## src/rtl/pxmem_pkg.sv

```systemverilog
package pxmem_pkg;
    localparam int NMEM = 3;

    typedef enum logic [1:0] {
        ST_IDLE,
        ST_PRE,
        ST_SEL,
        ST_REGEN
    } seq_state_t;
endpackage

```

## src/rtl/pxmem_tick.sv

```systemverilog
module pxmem_tick #(
    parameter int TW = 16
) (
    input  logic          clk,
    input  logic          rst_n,
    input  logic [TW-1:0] period,
    input  logic          clr,
    output logic          pend
);
    logic [TW-1:0] cnt;
    logic          wrap;

    assign wrap = (period <= TW'(1)) ? 1'b1 : (cnt >= period - 1'b1);

    always_ff @(posedge clk or negedge rst_n) begin
        if (!rst_n) begin
            cnt  <= '0;
            pend <= 1'b0;
        end else begin
            cnt <= wrap ? '0 : cnt + 1'b1;
            if (wrap)
                pend <= 1'b1;
            else if (clr)
                pend <= 1'b0;
        end
    end

    // A due refresh is never lost before it is taken
    assert_pend_held_R7: assert property (@(posedge clk) disable iff (!rst_n)
        (pend && !clr) |=> pend);
endmodule

```

## src/rtl/pxmem_fsm.sv

```systemverilog
module pxmem_fsm
    import pxmem_pkg::*;
#(
    parameter int PW = 4
) (
    input  logic          clk,
    input  logic          rst_n,
    input  logic [PW-1:0] phase_len,
    input  logic          acq_en,
    input  logic          rf_pend,
    input  logic          rd_req,
    input  logic [1:0]    rd_sel,
    output logic          rf_take,
    output logic          pch_n,
    output logic [NMEM-1:0] osel,
    output logic [NMEM-1:0] acc_sel,
    output logic          rfsh,
    output logic          out_en,
    output logic          busy
);
    seq_state_t    state_q, state_d;
    logic [1:0]    mem_q, mem_d;
    logic          op_rd_q, op_rd_d;
    logic [PW-1:0] len_q, len_d;
    logic [PW-1:0] ph_cnt, cnt_d;
    logic          rd_pend_q;
    logic [1:0]    rd_mem_q;
    logic          rd_take, rd_ok, ph_last;
    logic [PW-1:0] eff_len;

    assign eff_len = (phase_len == '0) ? PW'(1) : phase_len;
    assign ph_last = (ph_cnt == len_q - 1'b1);
    assign rf_take = (state_q == ST_IDLE) && rf_pend;
    assign rd_take = (state_q == ST_IDLE) && !rf_pend && rd_pend_q;
    assign rd_ok   = rd_req && (rd_sel != 2'd3) && !rd_pend_q && !(busy && op_rd_q);

    // pending readout request
    always_ff @(posedge clk or negedge rst_n) begin
        if (!rst_n) begin
            rd_pend_q <= 1'b0;
            rd_mem_q  <= '0;
        end else if (rd_take) begin
            rd_pend_q <= 1'b0;
        end else if (rd_ok) begin
            rd_pend_q <= 1'b1;
            rd_mem_q  <= rd_sel;
        end
    end

    // next-state logic
    always_comb begin
        state_d = state_q;
        mem_d   = mem_q;
        op_rd_d = op_rd_q;
        len_d   = len_q;
        cnt_d   = ph_cnt + 1'b1;
        unique case (state_q)
            ST_IDLE: begin
                cnt_d = '0;
                if (rf_take) begin
                    state_d = ST_PRE;
                    mem_d   = acq_en ? 2'd1 : 2'd0;
                    op_rd_d = 1'b0;
                    len_d   = eff_len;
                end else if (rd_take) begin
                    state_d = ST_PRE;
                    mem_d   = rd_mem_q;
                    op_rd_d = 1'b1;
                    len_d   = eff_len;
                end
            end
            ST_PRE: if (ph_last) begin
                state_d = ST_SEL;
                cnt_d   = '0;
            end
            ST_SEL: if (ph_last) begin
                state_d = ST_REGEN;
                cnt_d   = '0;
            end
            ST_REGEN: if (ph_last) begin
                cnt_d = '0;
                if (!op_rd_q && mem_q != 2'd2) begin
                    state_d = ST_PRE;
                    mem_d   = mem_q + 2'd1;
                end else begin
                    state_d = ST_IDLE;
                end
            end
            default: state_d = ST_IDLE;
        endcase
    end

    // state register
    always_ff @(posedge clk or negedge rst_n) begin
        if (!rst_n) begin
            state_q <= ST_IDLE;
            mem_q   <= '0;
            op_rd_q <= 1'b0;
            len_q   <= PW'(1);
            ph_cnt  <= '0;
        end else begin
            state_q <= state_d;
            mem_q   <= mem_d;
            op_rd_q <= op_rd_d;
            len_q   <= len_d;
            ph_cnt  <= cnt_d;
        end
    end

    // strobe outputs
    always_comb begin
        pch_n   = 1'b1;
        osel    = '0;
        acc_sel = '0;
        rfsh    = 1'b0;
        out_en  = 1'b0;
        busy    = (state_q != ST_IDLE);
        unique case (state_q)
            ST_IDLE: ;
            ST_PRE:  pch_n = 1'b0;
            ST_SEL:  osel = NMEM'(3'b001 << mem_q);
            ST_REGEN: begin
                osel    = NMEM'(3'b001 << mem_q);
                acc_sel = NMEM'(3'b001 << mem_q);
                rfsh    = 1'b1;
                out_en  = op_rd_q;
            end
            default: ;
        endcase
    end

    assert_one_sel_R9: assert property (@(posedge clk) disable iff (!rst_n)
        $onehot0(osel) && $onehot0(acc_sel) && !(!pch_n && (osel != '0)));

    assert_acc_in_regen_R3: assert property (@(posedge clk) disable iff (!rst_n)
        (acc_sel != '0) |-> (acc_sel == osel) && rfsh && pch_n);

    assert_out_on_read_R6: assert property (@(posedge clk) disable iff (!rst_n)
        out_en |-> (rfsh && op_rd_q));

    assert_skip_mem1_R5: assert property (@(posedge clk) disable iff (!rst_n)
        (state_q == ST_PRE && $past(state_q) == ST_IDLE && !op_rd_q && $past(acq_en))
        |-> (mem_q != 2'd0));

    assert_rf_after_rd_R7: assert property (@(posedge clk) disable iff (!rst_n)
        (state_q == ST_IDLE && $past(state_q) == ST_REGEN && $past(op_rd_q) && rf_pend)
        |=> (state_q == ST_PRE && !op_rd_q));
endmodule

```

## src/rtl/pxmem_pixgate.sv

```systemverilog
module pxmem_pixgate (
    input  logic uncnd,
    input  logic cmp,
    input  logic g_input,
    input  logic g_si1,
    input  logic g_enm,
    output logic l_input,
    output logic l_si1,
    output logic l_enm
);
    logic tripped;

    always_comb begin
        tripped = cmp & ~uncnd;
        l_input = g_input & ~tripped;
        l_si1   = g_si1 & ~tripped;
        l_enm   = g_enm | tripped;
    end
endmodule

```

## src/rtl/pxmem_seq.sv

```systemverilog
module pxmem_seq
    import pxmem_pkg::*;
#(
    parameter int TW   = 16,
    parameter int PW   = 4,
    parameter int NPIX = 4
) (
    input  logic            clk,
    input  logic            rst_n,
    input  logic [TW-1:0]   rf_period,
    input  logic [PW-1:0]   phase_len,
    input  logic            acq_en,
    input  logic            xfer_en,
    input  logic            xfer_input,
    input  logic            xfer_si1,
    input  logic            xfer_enm,
    input  logic            rd_req,
    input  logic [1:0]      rd_sel,
    input  logic [NPIX-1:0] cmp_trip,
    output logic            pch_n,
    output logic [2:0]      osel,
    output logic [2:0]      acc_sel,
    output logic            rfsh,
    output logic            out_en,
    output logic            busy,
    output logic            uncnd,
    output logic [NPIX-1:0] pix_input,
    output logic [NPIX-1:0] pix_si1,
    output logic [NPIX-1:0] pix_enm
);
    logic rf_pend, rf_take;
    logic g_input, g_si1, g_enm;

    pxmem_tick #(.TW(TW)) tick_i (
        .clk(clk), .rst_n(rst_n), .period(rf_period),
        .clr(rf_take), .pend(rf_pend)
    );

    pxmem_fsm #(.PW(PW)) fsm_i (
        .clk(clk), .rst_n(rst_n), .phase_len(phase_len), .acq_en(acq_en),
        .rf_pend(rf_pend), .rd_req(rd_req), .rd_sel(rd_sel), .rf_take(rf_take),
        .pch_n(pch_n), .osel(osel), .acc_sel(acc_sel), .rfsh(rfsh),
        .out_en(out_en), .busy(busy)
    );

    // global controls; acquisition takes precedence over transfer
    always_comb begin
        uncnd   = !acq_en;
        g_input = acq_en | (xfer_en & xfer_input);
        g_si1   = acq_en | (xfer_en & xfer_si1) | acc_sel[0];
        g_enm   = !acq_en & xfer_en & xfer_enm;
    end

    for (genvar p = 0; p < NPIX; p++) begin : g_pix
        pxmem_pixgate gate_i (
            .uncnd(uncnd), .cmp(cmp_trip[p]),
            .g_input(g_input), .g_si1(g_si1), .g_enm(g_enm),
            .l_input(pix_input[p]), .l_si1(pix_si1[p]), .l_enm(pix_enm[p])
        );
    end

    // a tripped pixel freezes: memory-1 access and memory enable never coexist
    assert_pix_excl_R10: assert property (@(posedge clk) disable iff (!rst_n)
        !uncnd |-> ((pix_si1 & pix_enm) == '0));
endmodule

```

## config.mk

```make
export PLATFORM = sky130hd
export DESIGN_NAME = pxmem_seq
export DESIGN_NICKNAME = d
export VERILOG_FILES = /design/src/rtl/pxmem_pkg.sv /design/src/rtl/pxmem_tick.sv /design/src/rtl/pxmem_fsm.sv /design/src/rtl/pxmem_pixgate.sv /design/src/rtl/pxmem_seq.sv
export SDC_FILE = /design/constraint.sdc
export NUM_CORES = 1
export LEC_CHECK = 0
export BUFFER_PORTS_ARGS = -buffer_cell sky130_fd_sc_hd__buf_2
export CAP_MARGIN = 20
export CORE_MARGIN = 4
export CORE_UTILIZATION = 59
export CTS_BUF_LIST = sky130_fd_sc_hd__clkbuf_4 sky130_fd_sc_hd__clkbuf_8 sky130_fd_sc_hd__clkbuf_16
export DETAILED_ROUTE_END_ITERATION = 6
export GPL_TIMING_DRIVEN = 1
export PLACE_DENSITY_LB_ADDON = 0.2
export RECOVER_POWER = 100
export SLEW_MARGIN = 30
export SYNTH_ARGS = -nofsm -noshare
export SYNTH_HDL_FRONTEND = slang
export SYNTH_SLANG_ARGS = --single-unit
```

## constraint.sdc

```tcl
create_clock -name clk -period 4.8 [get_ports clk]
set_input_delay 0.48 -clock clk [delete_from_list [all_inputs] [get_ports clk]]
set_output_delay 0.48 -clock clk [all_outputs]
set_load 0.005 [all_outputs]
```

# ---- After elaboration in Yosys (flattened, before gate mapping)
# Index checks and enable logic that the tools add are counted.
dict set report totals {
  inputBits 34
  wordCells 113
  output_inout_bits 23
  ff_bits 33
}
dict set report classes {
  order_cmp 2
  n_shift 1
  n_eq_ne 11
  add_sub_neg 5
  n_bitwise 28
  mux 31
  n_reduce_logical 26
}
# cell n
set op_table {}
lappend op_table {{2-to-1 mux 2 bit} 9}
lappend op_table {{adder 16 x 1 -> 16 bit, second input constant} 1}
lappend op_table {{bitwise AND 1 bit} 16}
lappend op_table {{>= comparator 16 bit} 1}
lappend op_table {{<= comparator 16 x 1 -> 1 bit, second input constant} 1}
lappend op_table {{2-to-1 mux 16 bit} 1}
lappend op_table {{2-to-1 mux 4 bit} 4}
lappend op_table {{subtractor 16 x 1 -> 16 bit, second input constant} 1}
lappend op_table {{2-to-1 mux 1 bit} 12}
lappend op_table {{nonzero test 2 bit} 5}
lappend op_table {{logical AND 1 bit} 8}
lappend op_table {{inequality test 2 x 1 -> 1 bit, second input constant} 4}
lappend op_table {{case mux 2 bit (4 select lines)} 1}
lappend op_table {{case mux 4 bit (2 select lines)} 1}
lappend op_table {{AND reduction 4 bit} 2}
lappend op_table {{bitwise OR 1 bit} 7}
lappend op_table {{2-to-1 mux 3 bit} 2}
lappend op_table {{zero test 1 bit} 5}
lappend op_table {{NOT 1 bit} 5}
lappend op_table {{adder 4 x 1 -> 4 bit, second input constant} 1}
lappend op_table {{equality test 2 bit, second input constant} 2}
lappend op_table {{equality test 4 bit} 1}
lappend op_table {{zero test 4 bit} 1}
lappend op_table {{inequality test 2 bit, second input constant} 2}
lappend op_table {{10 further kinds} 11}

# ---- Depth between registers and ports, before layout
# Gate-level depths: netlist of the first run.
dict set report depth {
  word_depth 6
  ltp_mapped 12
  depth_no_buf 11
}

# ---- By module
# Synthesis of the first run repeated with hierarchy kept, for this count alone.
dict set report unflattened {
  cells_unflattened 280
  hier_area_um2 2682.6
}
# mod area_per_inst_um2 n_inst cells_each seq_area_each_um2
set modules_own_cells {}
lappend modules_own_cells {pxmem_tick 1498.9 1 163 425.4}
lappend modules_own_cells {pxmem_fsm 1022.2 1 97 401.6}
lappend modules_own_cells {pxmem_pixgate 32.5 4 4 0.0}
lappend modules_own_cells {pxmem_seq 31.3 1 4 0.0}

# ---- Least setup slack after synthesis of the first run
# Ideal clock, no wire load.
dict set report synth_timing {
  path_type {input port to flip-flop}
  from {input rf_period[8]}
  to {register tick_i.cnt[10]}
  path_buffers 1
  required_time_ps 4675
  stages 9
  setup_ps 125
  slack_ps 2061
  arrival_time_ps 2614
  path_cell_list {nor4_1 nand4_1 nor3_1 xnor2_1 ha_1 nand4_1 a2111oi_4 buf_2 nor3_1}
}
dict set report synth_via {
  elab_chain_cells 4
  word_cells_on_any_way 5
  cone_classes {add/sub: 1; order compare: 2; mux: 2}
}
# item line_no
set synth_lines {}
lappend synth_lines {{start: declaration} pxmem_seq.sv:10} ;# input logic [TW-1:0] rf_period,
lappend synth_lines {{subtractor 16 x 1 -> 16 bit} pxmem_tick.sv:13} ;# assign wrap = (period <= TW'(1)) ? 1'b1 : (cnt >= period - 1'b1);
lappend synth_lines {{>= comparator 16 bit} pxmem_tick.sv:13}
lappend synth_lines {{2-to-1 mux 1 bit (*)} pxmem_tick.sv:13}
lappend synth_lines {{2-to-1 mux 16 bit (*)} pxmem_tick.sv:20} ;# cnt <= wrap ? '0 : cnt + 1'b1;
lappend synth_lines {{end signal: assignment} pxmem_tick.sv:20}
lappend synth_lines {{end: declaration} pxmem_tick.sv:10} ;# logic [TW-1:0] cnt;
# Every way passes the cells marked *; elsewhere a longest branch is shown, timed or not.
# A chain may end at the register's enable or synchronous reset.

# ---- Worst setup path after layout of the first run
dict set report layout_timing {
  from {input rf_period[3]}
  to {register tick_i.cnt[14]}
}
# The elaborated chain is that of the path after synthesis.

==> results.tsv, run 1 <==
metric	value	unit
nature_of_the_critical_path_endpoint	flip-flop	
powerDensity	459	mW/mm^2
cp_slowest_stage_delay	1.35	ns
cts_tree	built	
tns	0	ns
worst_clock_skew	0.00695	ns
internal-power	803	uW
drt-total-wl	4.85	mm
critical_path.cell_chain	clkbuf_1 > nor3_1 > and3_1 > nand2_1 > nor2_1 > xnor2_1 > ha_1 > nand4_1 > a2111oi_2 > nor3_1	
grtUsageTotal	0.184	
post_synth.cell_area_avg	9.22	sq um
peakVddDrop	0.201	mV
min_period_over_period	0.728	
synthesized_net_count	345	
crit_slowest_cell	a2111oi_2	
cts-buffers-inserted	5	
clkSlewWorstSetupHoldPaths	0.06	ns
status	finished, violations left	
grt_pass1_wl	8.04	mm
antenna_cells_inserted	0	
power_switching_share	0.391	
antenna_found_initial	0	
initial_utilization	0.630	
globalRoute.totalOverflow	0	
cts_root_buf	clkbuf_8	
startpoint_type	input port	
cts.repair_timing.setup_buffer_count	0	
cell_row_count	23	
final-setup-viol-count	0	
criticalPathCategory	input port to flip-flop	
drcViolationCount	0	
die_height	74.5	microns
detailroute.via_count	2096	
clk_path_buf_depth	2	
synth-seq-cells	33	
design.core.area	0.00414	sq mm
power_frac_comb	0.470	
cap_violations	2	
largest_fanout_on_the_critical_path	17	
critical_path.most_common_cell	nor3_1	
drt.antenna.violating_nets	0	
flow.area_growth_from_synthesis	10.2	%
post_cts_hold_buffers	0	
power.clock.fraction	0.152	
detail_route.first_pass.iterations	4	
die_w	74.5	microns
fillCellCount	342	
synth_ff_type	dfrtp_1	
fin_nets	389	
synth-async-reset-ratio	1.00	
worstSkewPairLatency	0.28	ns
measured_slew_at_the_worst_slew_check_pin	1.66	ns
avgRoutedWirePerCell	12.8	microns
cts_repair_resize_count	0	
postSynthCellCount	283	
worst_ep_arrival_time	3.58	ns
placement.io_buffers	56	
leakage_component_of_the_power	1.33	nW
cts_sinks	33	
post-dp-hpwl	3.96	mm
max_clock_freq	286	MHz
initialDrtViolationCount	111	
worst_hold_path_type	input port to flip-flop	
final_layout_size_suffix_gt1_frac	0.177	
grt_pass1_vias	1925	
synth-seq-area-share	0.317	
i_o_pins	57	
detail_route.vias_per_cell	5.54	
h_tree_levels	2	
cp_data_required_time	4.89	ns
share_seq_of_total_power	0.378	
rsz_0062_raised_after_global_routing	no	
final.hold.worst_slack	0.454	ns
yosys_warnings	0	
p_sw	516	uW
synthDistinctLibCells	45	
failed_checks	capacitance limit, slew limit	
maxSlewHeadroom	-0.107	
synth-edff-count	0	
final_max_slew_violation_count	52	
hold_viol_final	0	
gp_congestion	0.851	
die_area	0.00555	sq mm
maximum_number_of_pins_on_one_net_before_global_route_repair	34	
syn-cell-area	0.00261	sq mm
final_critical_period	3.49	ns
-- synthesized netlist by cell type (2+ instances only) --
cell / number / area share
buf_4: 12 / 0.035
inv_1: 14 / 0.020
nor2b_1: 6 / 0.014
nand4_1: 6 / 0.014
dfrtp_1: 32 / 0.31
a21oi_1: 14 / 0.027
nor4_1: 3 / 0.0072
buf_2: 2 / 0.0038
nor3b_1: 4 / 0.012
ha_1: 28 / 0.13
mux2_2: 6 / 0.026
clkbuf_1: 3 / 0.0043
o21bai_1: 2 / 0.0058
a221o_1: 2 / 0.0077
xnor2_1: 22 / 0.074
and2_1: 6 / 0.014
nand2_1: 23 / 0.033
o211ai_1: 2 / 0.0058
a211oi_1: 2 / 0.0058
nand3_1: 7 / 0.013
nor2_1: 13 / 0.019
xor2_1: 13 / 0.044
nand2b_1: 2 / 0.0048
nor3_1: 29 / 0.056
o21a_1: 2 / 0.0058
o21ai_0: 9 / 0.017
-- worst max-delay path: cells and delay by family --
family / cells / cell delay, ns
adder cells (fa/ha/maj): 1 / 0.29
AND/OR/NAND/NOR: 6 / 1.25
buffers and inverters: 1 / 0.11
XOR/XNOR: 1 / 0.09
AO/OA/AOI/OAI: 1 / 1.35
-- registers in the layout, indices dropped and copies added, names as in the netlist --
signal	count
fsm_i.op_rd_q	1
tick_i.pend	1
fsm_i.len_q	4
fsm_i.rd_pend_q	1
tick_i.cnt	16
fsm_i.rd_mem_q	2
fsm_i.state_q	2
fsm_i.ph_cnt	4
fsm_i.mem_q	2
-- per-stage QoR --
step / worst slack [ns] / utilization / total power [mW] / std cells / cell area, sq um
3_3_place_gp: 1.51 / 0.681 / 1.10 / 370 / 2820
6_report: 1.31 / 0.694 / 1.32 / 378 / 2880
4_1_cts: 1.73 / 0.702 / 1.35 / 378 / 2910
3_5_place_dp: 1.42 / 0.681 / 1.14 / 370 / 2820
5_1_grt: 0.884 / 0.694 / 1.44 / 378 / 2880
2_1_floorplan: 2.06 / - / 0.981 / 283 / 2610
-- layout make-up --
class / count / area [sq um] / area share
Sequential cell: 33 / 827 / 0.288
Multi-Input combinational cell: 217 / 1590 / 0.553
Clock inverter: 2 / 10.0 / 0.00348
Clock buffer: 6 / 76.3 / 0.0265
Timing Repair Buffer: 56 / 258 / 0.0896
Tap cell: 50 / 62.6 / 0.0218
Inverter: 14 / 52.6 / 0.0183
-- cells by family (layout without fill, tap and decap cells) --
logic type	count (synthesis)	count (layout)	synth area share
AO/OA/AOI/OAI	43	43	0.122
XOR/XNOR	36	36	0.127
adder cells (fa/ha/maj)	28	28	0.134
buffers and inverters	33	78	0.0691
flip-flops	33	33	0.317
multiplexers	6	6	0.0259
AND/OR/NAND/NOR	104	104	0.205
-- power by group through the flow --
| stage | clock (mW) | sequential [mW] | combinational [mW] |
|---|---|---|---|
| floorplan | 0 | 0.469 | 0.512 |
| detailed placement | 0 | 0.503 | 0.638 |
| global route | 0.219 | 0.516 | 0.709 |
| CTS | 0.208 | 0.500 | 0.639 |
| global placement | 0 | 0.501 | 0.603 |
| finish | 0.201 | 0.498 | 0.620 |
-- worst paths after layout --
kind / to / start / slack [ns] / cells after the start
min: fsm_i.len_q[3]$_DFFE_PN0P_ / phase_len[3] / 0.45 / 2
min in group asynchronous: fsm_i.len_q[1]$_DFFE_PN0P_ / rst_n / 0.62 / 1
max reg2reg: tick_i.cnt[14]$_DFF_PN0_ / tick_i.cnt[0]$_DFF_PN0_ / 1.98 / 7
min reg2reg: fsm_i.len_q[3]$_DFFE_PN0P_ / fsm_i.len_q[3]$_DFFE_PN0P_ / 0.53 / 1
max: tick_i.cnt[14]$_DFF_PN0_ / rf_period[3] / 1.31 / 10
max in group asynchronous: fsm_i.rd_mem_q[1]$_DFFE_PN0P_ / rst_n / 3.21 / 1
-- placed cells by master (no fill, tap or decap), types with 7 or more instances in the layout --
| cell | count |
|---|---|
| nor3_1 | 29 |
| buf_2 | 38 |
| dfrtp_1 | 32 |
| xnor2_1 | 22 |
| a21oi_1 | 14 |
| o21ai_0 | 10 |
| nand2_1 | 23 |
| ha_1 | 28 |
| nand3_1 | 7 |
| xor2_1 | 13 |
| clkbuf_1 | 18 |
| inv_1 | 14 |
| nor2_1 | 13 |
-- routing by layer --
| layer | vias up | wire length [microns] | GRT usage |
|---|---|---|---|
| li1 | 1072 | - | - |
| met2 | 46 | 2450 | 0.339 |
| met1 | 972 | 2110 | 0.221 |
| met5 | - | 0 | 0 |
| met3 | 6 | 225 | 0.0243 |
| met4 | 0 | 61 | 0.0593 |
Note: power is estimated with default switching activity, not from simulation.
==> run 2, diff against run 1 <==
--- a/config.mk
+++ b/config.mk
@@ -8,7 +8,7 @@
 export BUFFER_PORTS_ARGS = -buffer_cell sky130_fd_sc_hd__buf_2
 export CAP_MARGIN = 20
 export CORE_MARGIN = 4
-export CORE_UTILIZATION = 59
+export CORE_UTILIZATION = 50
 export CTS_BUF_LIST = sky130_fd_sc_hd__clkbuf_4 sky130_fd_sc_hd__clkbuf_8 sky130_fd_sc_hd__clkbuf_16
 export DETAILED_ROUTE_END_ITERATION = 6
 export GPL_TIMING_DRIVEN = 1
==> constraint.sdc (replaced) <==
create_clock -name clk -period 3 [get_ports clk]
set_input_delay 0.3 -clock clk [delete_from_list [all_inputs] [get_ports clk]]
set_output_delay 0.3 -clock clk [all_outputs]
set_load 0.005 [all_outputs]
==> run 2 against run 1 <==
Against the previous run: clock-buffer cell count grew 1; clock skew grew 0.00052 ns; final cell count grew 6.1%; register-to-register slack lost 1.2 ns; setup slack lost 0.82 ns; die area grew 16%; wire length grew 4.0%; the run still ends with capacitance limit, slew limit left.
==> results.tsv, run 2 (same netlist as run 1, synthesis figures left out) <==
metric	value	unit
avgRoutedWirePerCell	12.6	microns
clkSlewWorstSetupHoldPaths	0.07	ns
initial_utilization	0.514	
detailroute.via_count	2048	
cts_tree	built	
tns	0	ns
setup_slack	0.487	ns
cts_repair_resize_count	0	
max_clock_freq	398	MHz
worst_clock_skew	0.00747	ns
final_max_slew_violation_count	34	
post-dp-hpwl	4.03	mm
largest_register	tick_i.cnt	
die_height	80.2	microns
grt_pass1_wl	8.61	mm
die_area	0.00644	sq mm
worst_ep_arrival_time	2.68	ns
final_critical_period	2.51	ns
top_regs	tick_i.cnt: 16 flops, fsm_i.len_q: 4 flops, fsm_i.ph_cnt: 4 flops	
maxSlewHeadroom	-0.153	
place_ws	0.163	ns
h_tree_levels	2	
placement.io_buffers	56	
status	finished, violations left	
drt-total-wl	5.05	mm
worstSkewPairLatency	0.28	ns
initialDrtViolationCount	70	
failed_checks	capacitance limit, slew limit	
detail_route.first_pass.iterations	5	
flow.area_growth_from_synthesis	14.3	%
final_layout_size_suffix_gt1_frac	0.184	
maximum_number_of_pins_on_one_net_before_global_route_repair	34	
rsz_0062_raised_after_global_routing	no	
cp_data_required_time	3.16	ns
detail_route.vias_per_cell	5.11	
leakage_component_of_the_power	1.36	nW
layout_common_cells	38 x buf_2, 32 x dfrtp_1, 29 x nor3_1	
min_period_over_period	0.838	
post_cts_hold_buffers	0	
globalRoute.totalOverflow	0	
gp_congestion	0.833	
worst_hold_path_type	input port to flip-flop	
cap_violations	1	
cts_root_buf	clkbuf_8	
hold_viol_final	0	
antenna_found_initial	0	
startpoint_type	input port	
cts-buffers-inserted	5	
power.total	2.23	mW
fin_nets	392	
grtUsageTotal	0.167	
nature_of_the_critical_path_endpoint	flip-flop	
clk_path_buf_depth	2	
largest_reg_flops	16	
drt.antenna.violating_nets	0	
layout.cells.most_common	buf_2	
crit_slowest_cell	o311ai_4	
i_o_pins	57	
antenna_cells_inserted	0	
largest_fanout_on_the_critical_path	17	
drcViolationCount	0	
cts_sinks	33	
cts.repair_timing.setup_buffer_count	0	
finalCoreUtilization	0.588	
design.core.area	0.00507	sq mm
fillCellCount	481	
cell_row_count	26	
final-setup-viol-count	0	
powerDensity	748	mW/mm^2
cp_slowest_stage_delay	0.30	ns
measured_slew_at_the_worst_slew_check_pin	1.73	ns
grt_pass1_vias	1978	
criticalPathCategory	input port to flip-flop	
critical_path.cell_chain	clkbuf_1 > nor3_1 > and3_1 > nand2_1 > nor2_1 > xnor2_1 > ha_1 > a21oi_1 > nor2b_1 > o21ai_0 > o311ai_4 > a211o_1	
peakVddDrop	0.294	mV
die_w	80.2	microns
## run 2: power breakdown
part	internal [mW]	switching, mW	leakage, nW
combinational	0.496	0.491	0.886
sequential	0.620	0.179	0.416
clock	0.280	0.164	0.0619
## run 2: worst max-delay path, delay by kind of cell
kind / cells / cell delay [ns]
AOI/OAI and AO/OA: 4 / 1.02
xor gates and xnor gates: 1 / 0.13
adders and majority gates: 1 / 0.26
buffers and inverters: 1 / 0.11
and+or+nand+nor: 5 / 0.84
## run 2: stage by stage
stage | std cells | hold WS (ns) | cell area (sq um)
detailed placement | 393 | 0.410 | 2880
finish | 401 | 0.262 | 2980
global placement | 393 | 0.394 | 2880
global route | 401 | 0.261 | 2980
CTS | 401 | 0.0996 | 3000
floorplan | 283 | 0.00441 | 2610
## run 2: worst paths after layout
kind	startpoint	slack, ns	cells after the start	end
setup / recovery	rf_period[3]	0.49	12	tick_i.pend$_DFFE_PN0P_
hold / removal	phase_len[2]	0.26	2	fsm_i.len_q[2]$_DFFE_PN0P_
setup reg to reg	fsm_i.len_q[0]$_DFFE_PN1P_	0.74	7	fsm_i.state_q[1]$_DFFE_PN0P_
hold reg to reg	fsm_i.rd_mem_q[0]$_DFFE_PN0P_	0.50	1	fsm_i.rd_mem_q[0]$_DFFE_PN0P_
max in group asynchronous	rst_n	1.53	1	fsm_i.rd_mem_q[0]$_DFFE_PN0P_
min in group asynchronous	rst_n	0.46	1	fsm_i.len_q[1]$_DFFE_PN0P_
## run 2: area by class of cell
| cell class | instances | area (sq um) | share of cell area |
|---|---|---|---|
| Clock inverter | 1 | 30.0 | 0.0101 |
| Inverter | 14 | 52.6 | 0.0176 |
| Clock buffer | 7 | 90.1 | 0.0302 |
| Tap cell | 70 | 87.6 | 0.0294 |
| Sequential cell | 33 | 827 | 0.277 |
| Multi-Input combinational cell | 217 | 1600 | 0.537 |
| Timing Repair Buffer | 59 | 293 | 0.0982 |
## run 2: layer usage
layer / part of all wire / global-route usage / vias up
met5: 0 / 0 / -
met4: 0.011 / 0.0490 / 0
met3: 0.040 / 0.0336 / 6
met2: 0.50 / 0.292 / 43
met1: 0.45 / 0.206 / 920
li1: - / - / 1079
==> run 3, diff against run 2 <==
==> constraint.sdc (replaced) <==
create_clock -name clk -period 2.1 [get_ports clk]
set_input_delay 0.21 -clock clk [delete_from_list [all_inputs] [get_ports clk]]
set_output_delay 0.21 -clock clk [all_outputs]
set_load 0.005 [all_outputs]
==> run 3 against run 2 <==
Against the previous run: the run ends with setup timing left; register-to-register slack lost 0.76 ns; final cell count increased by 10%; global-route usage up 1.0 points; cell area increased by 16%; critical path depth rose by 1; setup slack worse by 0.58 ns; power rose by 48%; sequential power up 41%; sequential cell count did not move; sequential share of layout area is 3.8 points lower; largest power group unchanged.
==> results.tsv, run 3 (same netlist as run 1, synthesis figures left out) <==
metric	value	unit
share_seq_of_total_power	0.344	
grt_pass1_wl	9.12	mm
flow.area_growth_from_synthesis	32.4	%
h_tree_levels	2	
clk_path_buf_depth	2	
layout_common_cells	39 x buf_2, 35 x buf_4, 32 x dfrtp_1	
design.core.area	0.00507	sq mm
largest_fanout_on_the_critical_path	7	
largest_register	tick_i.cnt	
detailroute.via_count	2301	
final_max_slew_violation_count	0	
critical_path.cell_chain	buf_2 > nor3_4 > and3_4 > nand2_2 > nor3_2 > xnor2_1 > ha_1 > a21oi_2 > o21a_1 > o21ba_2 > o311ai_4 > buf_12 > nor3b_2	
reg2regPathDepth	7	
top_regs	tick_i.cnt: 16 flops, fsm_i.len_q: 4 flops, fsm_i.ph_cnt: 4 flops	
place_ws	-0.443	ns
startpoint_type	input port	
maxSlewHeadroom	0.376	
tns	-0.872	ns
cp_data_required_time	2.30	ns
fin_nets	433	
cell_row_count	26	
criticalPathCategory	input port to flip-flop	
worst_clock_skew	0.00718	ns
worstHoldPathCells	2	
cts-buffers-inserted	5	
cts_tree	built	
measured_slew_at_the_worst_slew_check_pin	0.926	ns
globalRoute.totalOverflow	0	
power_switching_share	0.395	
grtUsageTotal	0.177	
clkSlewWorstSetupHoldPaths	0.07	ns
power_frac_comb	0.514	
critPathLaunch	rf_period[2]	
worst_ep_arrival_time	2.39	ns
worstSkewPairLatency	0.29	ns
drt-total-wl	5.78	mm
worst_hold_path.endpoint	fsm_i.len_q[1]$_DFFE_PN0P_	
rsz_0062_raised_after_global_routing	yes	
reg2reg_slack	-0.02	ns
setup_slack	-0.0976	ns
maximum_number_of_pins_on_one_net_before_global_route_repair	34	
internal-power	1.99	mW
power.clock.fraction	0.142	
antenna_found_initial	0	
drcViolationCount	0	
largest_reg_flops	16	
min_from	phase_len[1]	
cts_sinks	33	
cts_root_buf	clkbuf_8	
die_height	80.2	microns
post-dp-hpwl	4.16	mm
i_o_pins	57	
p_sw	1.30	mW
worst_hold_path_type	input port to flip-flop	
layoutNonFillerInstCount	442	
powerDensity	955	mW/mm^2
final_layout_size_suffix_gt1_frac	0.344	
leakage_component_of_the_power	1.61	nW
max_clock_freq	455	MHz
die_area	0.00644	sq mm
peakVddDrop	0.446	mV
status	finished, violations left	
min_period_over_period	1.05	
failed_checks	setup timing	
avgRoutedWirePerCell	13.1	microns
nature_of_the_critical_path_endpoint	flip-flop	
regToRegEndpoint	fsm_i.state_q[1]$_DFFE_PN0P_	
placement.io_buffers	56	
final_critical_period	2.20	ns
die_w	80.2	microns
r2r-start	fsm_i.len_q[0]$_DFFE_PN1P_	
post-place-cells	427	
hold_viol_final	0	
initialDrtViolationCount	65	
grt_pass1_vias	2195	
detail_route.vias_per_cell	5.21	
power.total	3.30	mW
antenna_cells_inserted	0	
layout.cells.most_common	buf_2	
cp_slowest_stage_delay	0.27	ns
final-setup-viol-count	18	
critical_path_buf_inv_count	2	
detail_route.first_pass.iterations	4	
initial_utilization	0.514	
gp_congestion	0.882	
cp_top_family	simple AND/OR/NAND/NOR gates	
cap_violations	0	
fillCellCount	445	
crit_slowest_cell	ha_1	
drt.antenna.violating_nets	0	
run 3: metal layers:
metal  wire length [microns]  global-route usage
met5                       0                   0
met4                     104              0.0726
met3                     270              0.0247
met2                    3090               0.322
met1                    2320               0.207
run 3: cell type report:
type	count	area [sq um]	share of cell area
clock buffers	5	68.8	0.0199
clock inverters	3	17.5	0.00507
inverters	14	52.6	0.0152
multi-input cells	217	1730	0.501
flip-flops and latches	33	827	0.239
well taps	70	87.6	0.0254
repair buffers	100	669	0.194
run 3: what timing repair did:
item                                    CTS  global route
gates cloned                              0             3
hold buffers                              1             0
hold endpoints to repair                 20             0
setup buffers                             0             3
pin swaps                                 1             9
endpoints found under the setup margin   17            24
gates resized for setup                   5            15
run 3: power groups by stage:
stage | Clock [mW] | Sequential (mW) | Combinational [mW]
final | 0.470 | 1.13 | 1.69
after global routing | 0.508 | 1.18 | 1.93
after CTS | 0.488 | 1.13 | 1.62
after detailed placement | 0 | 1.14 | 1.60
after global placement | 0 | 1.14 | 1.56
after floorplan | 0 | 1.07 | 1.19
run 3: worst max-delay path by stage:
stage                          endpoint  slack (ns)  depth (start not counted)
2_1_floorplan  tick_i.cnt[14]$_DFF_PN0_       -0.14                         10
6_report        tick_i.cnt[1]$_DFF_PN0_        -0.1                         13
5_1_grt         tick_i.cnt[2]$_DFF_PN0_       -0.25                         12
3_5_place_dp    tick_i.cnt[4]$_DFF_PN0_       -0.44                         12
4_1_cts        tick_i.cnt[14]$_DFF_PN0_       -0.02                         12
3_3_place_gp    tick_i.cnt[1]$_DFF_PN0_       -0.36                         12
run 3: through the flow:
step / util / hold WS (ns) / area, sq um
after floorplan: - / -0.0856 / 2670
after global placement: 0.632 / 0.303 / 3210
after detailed placement: 0.632 / 0.308 / 3210
after CTS: 0.655 / 0.154 / 3320
after global routing: 0.680 / 0.171 / 3450
final: 0.680 / 0.166 / 3450
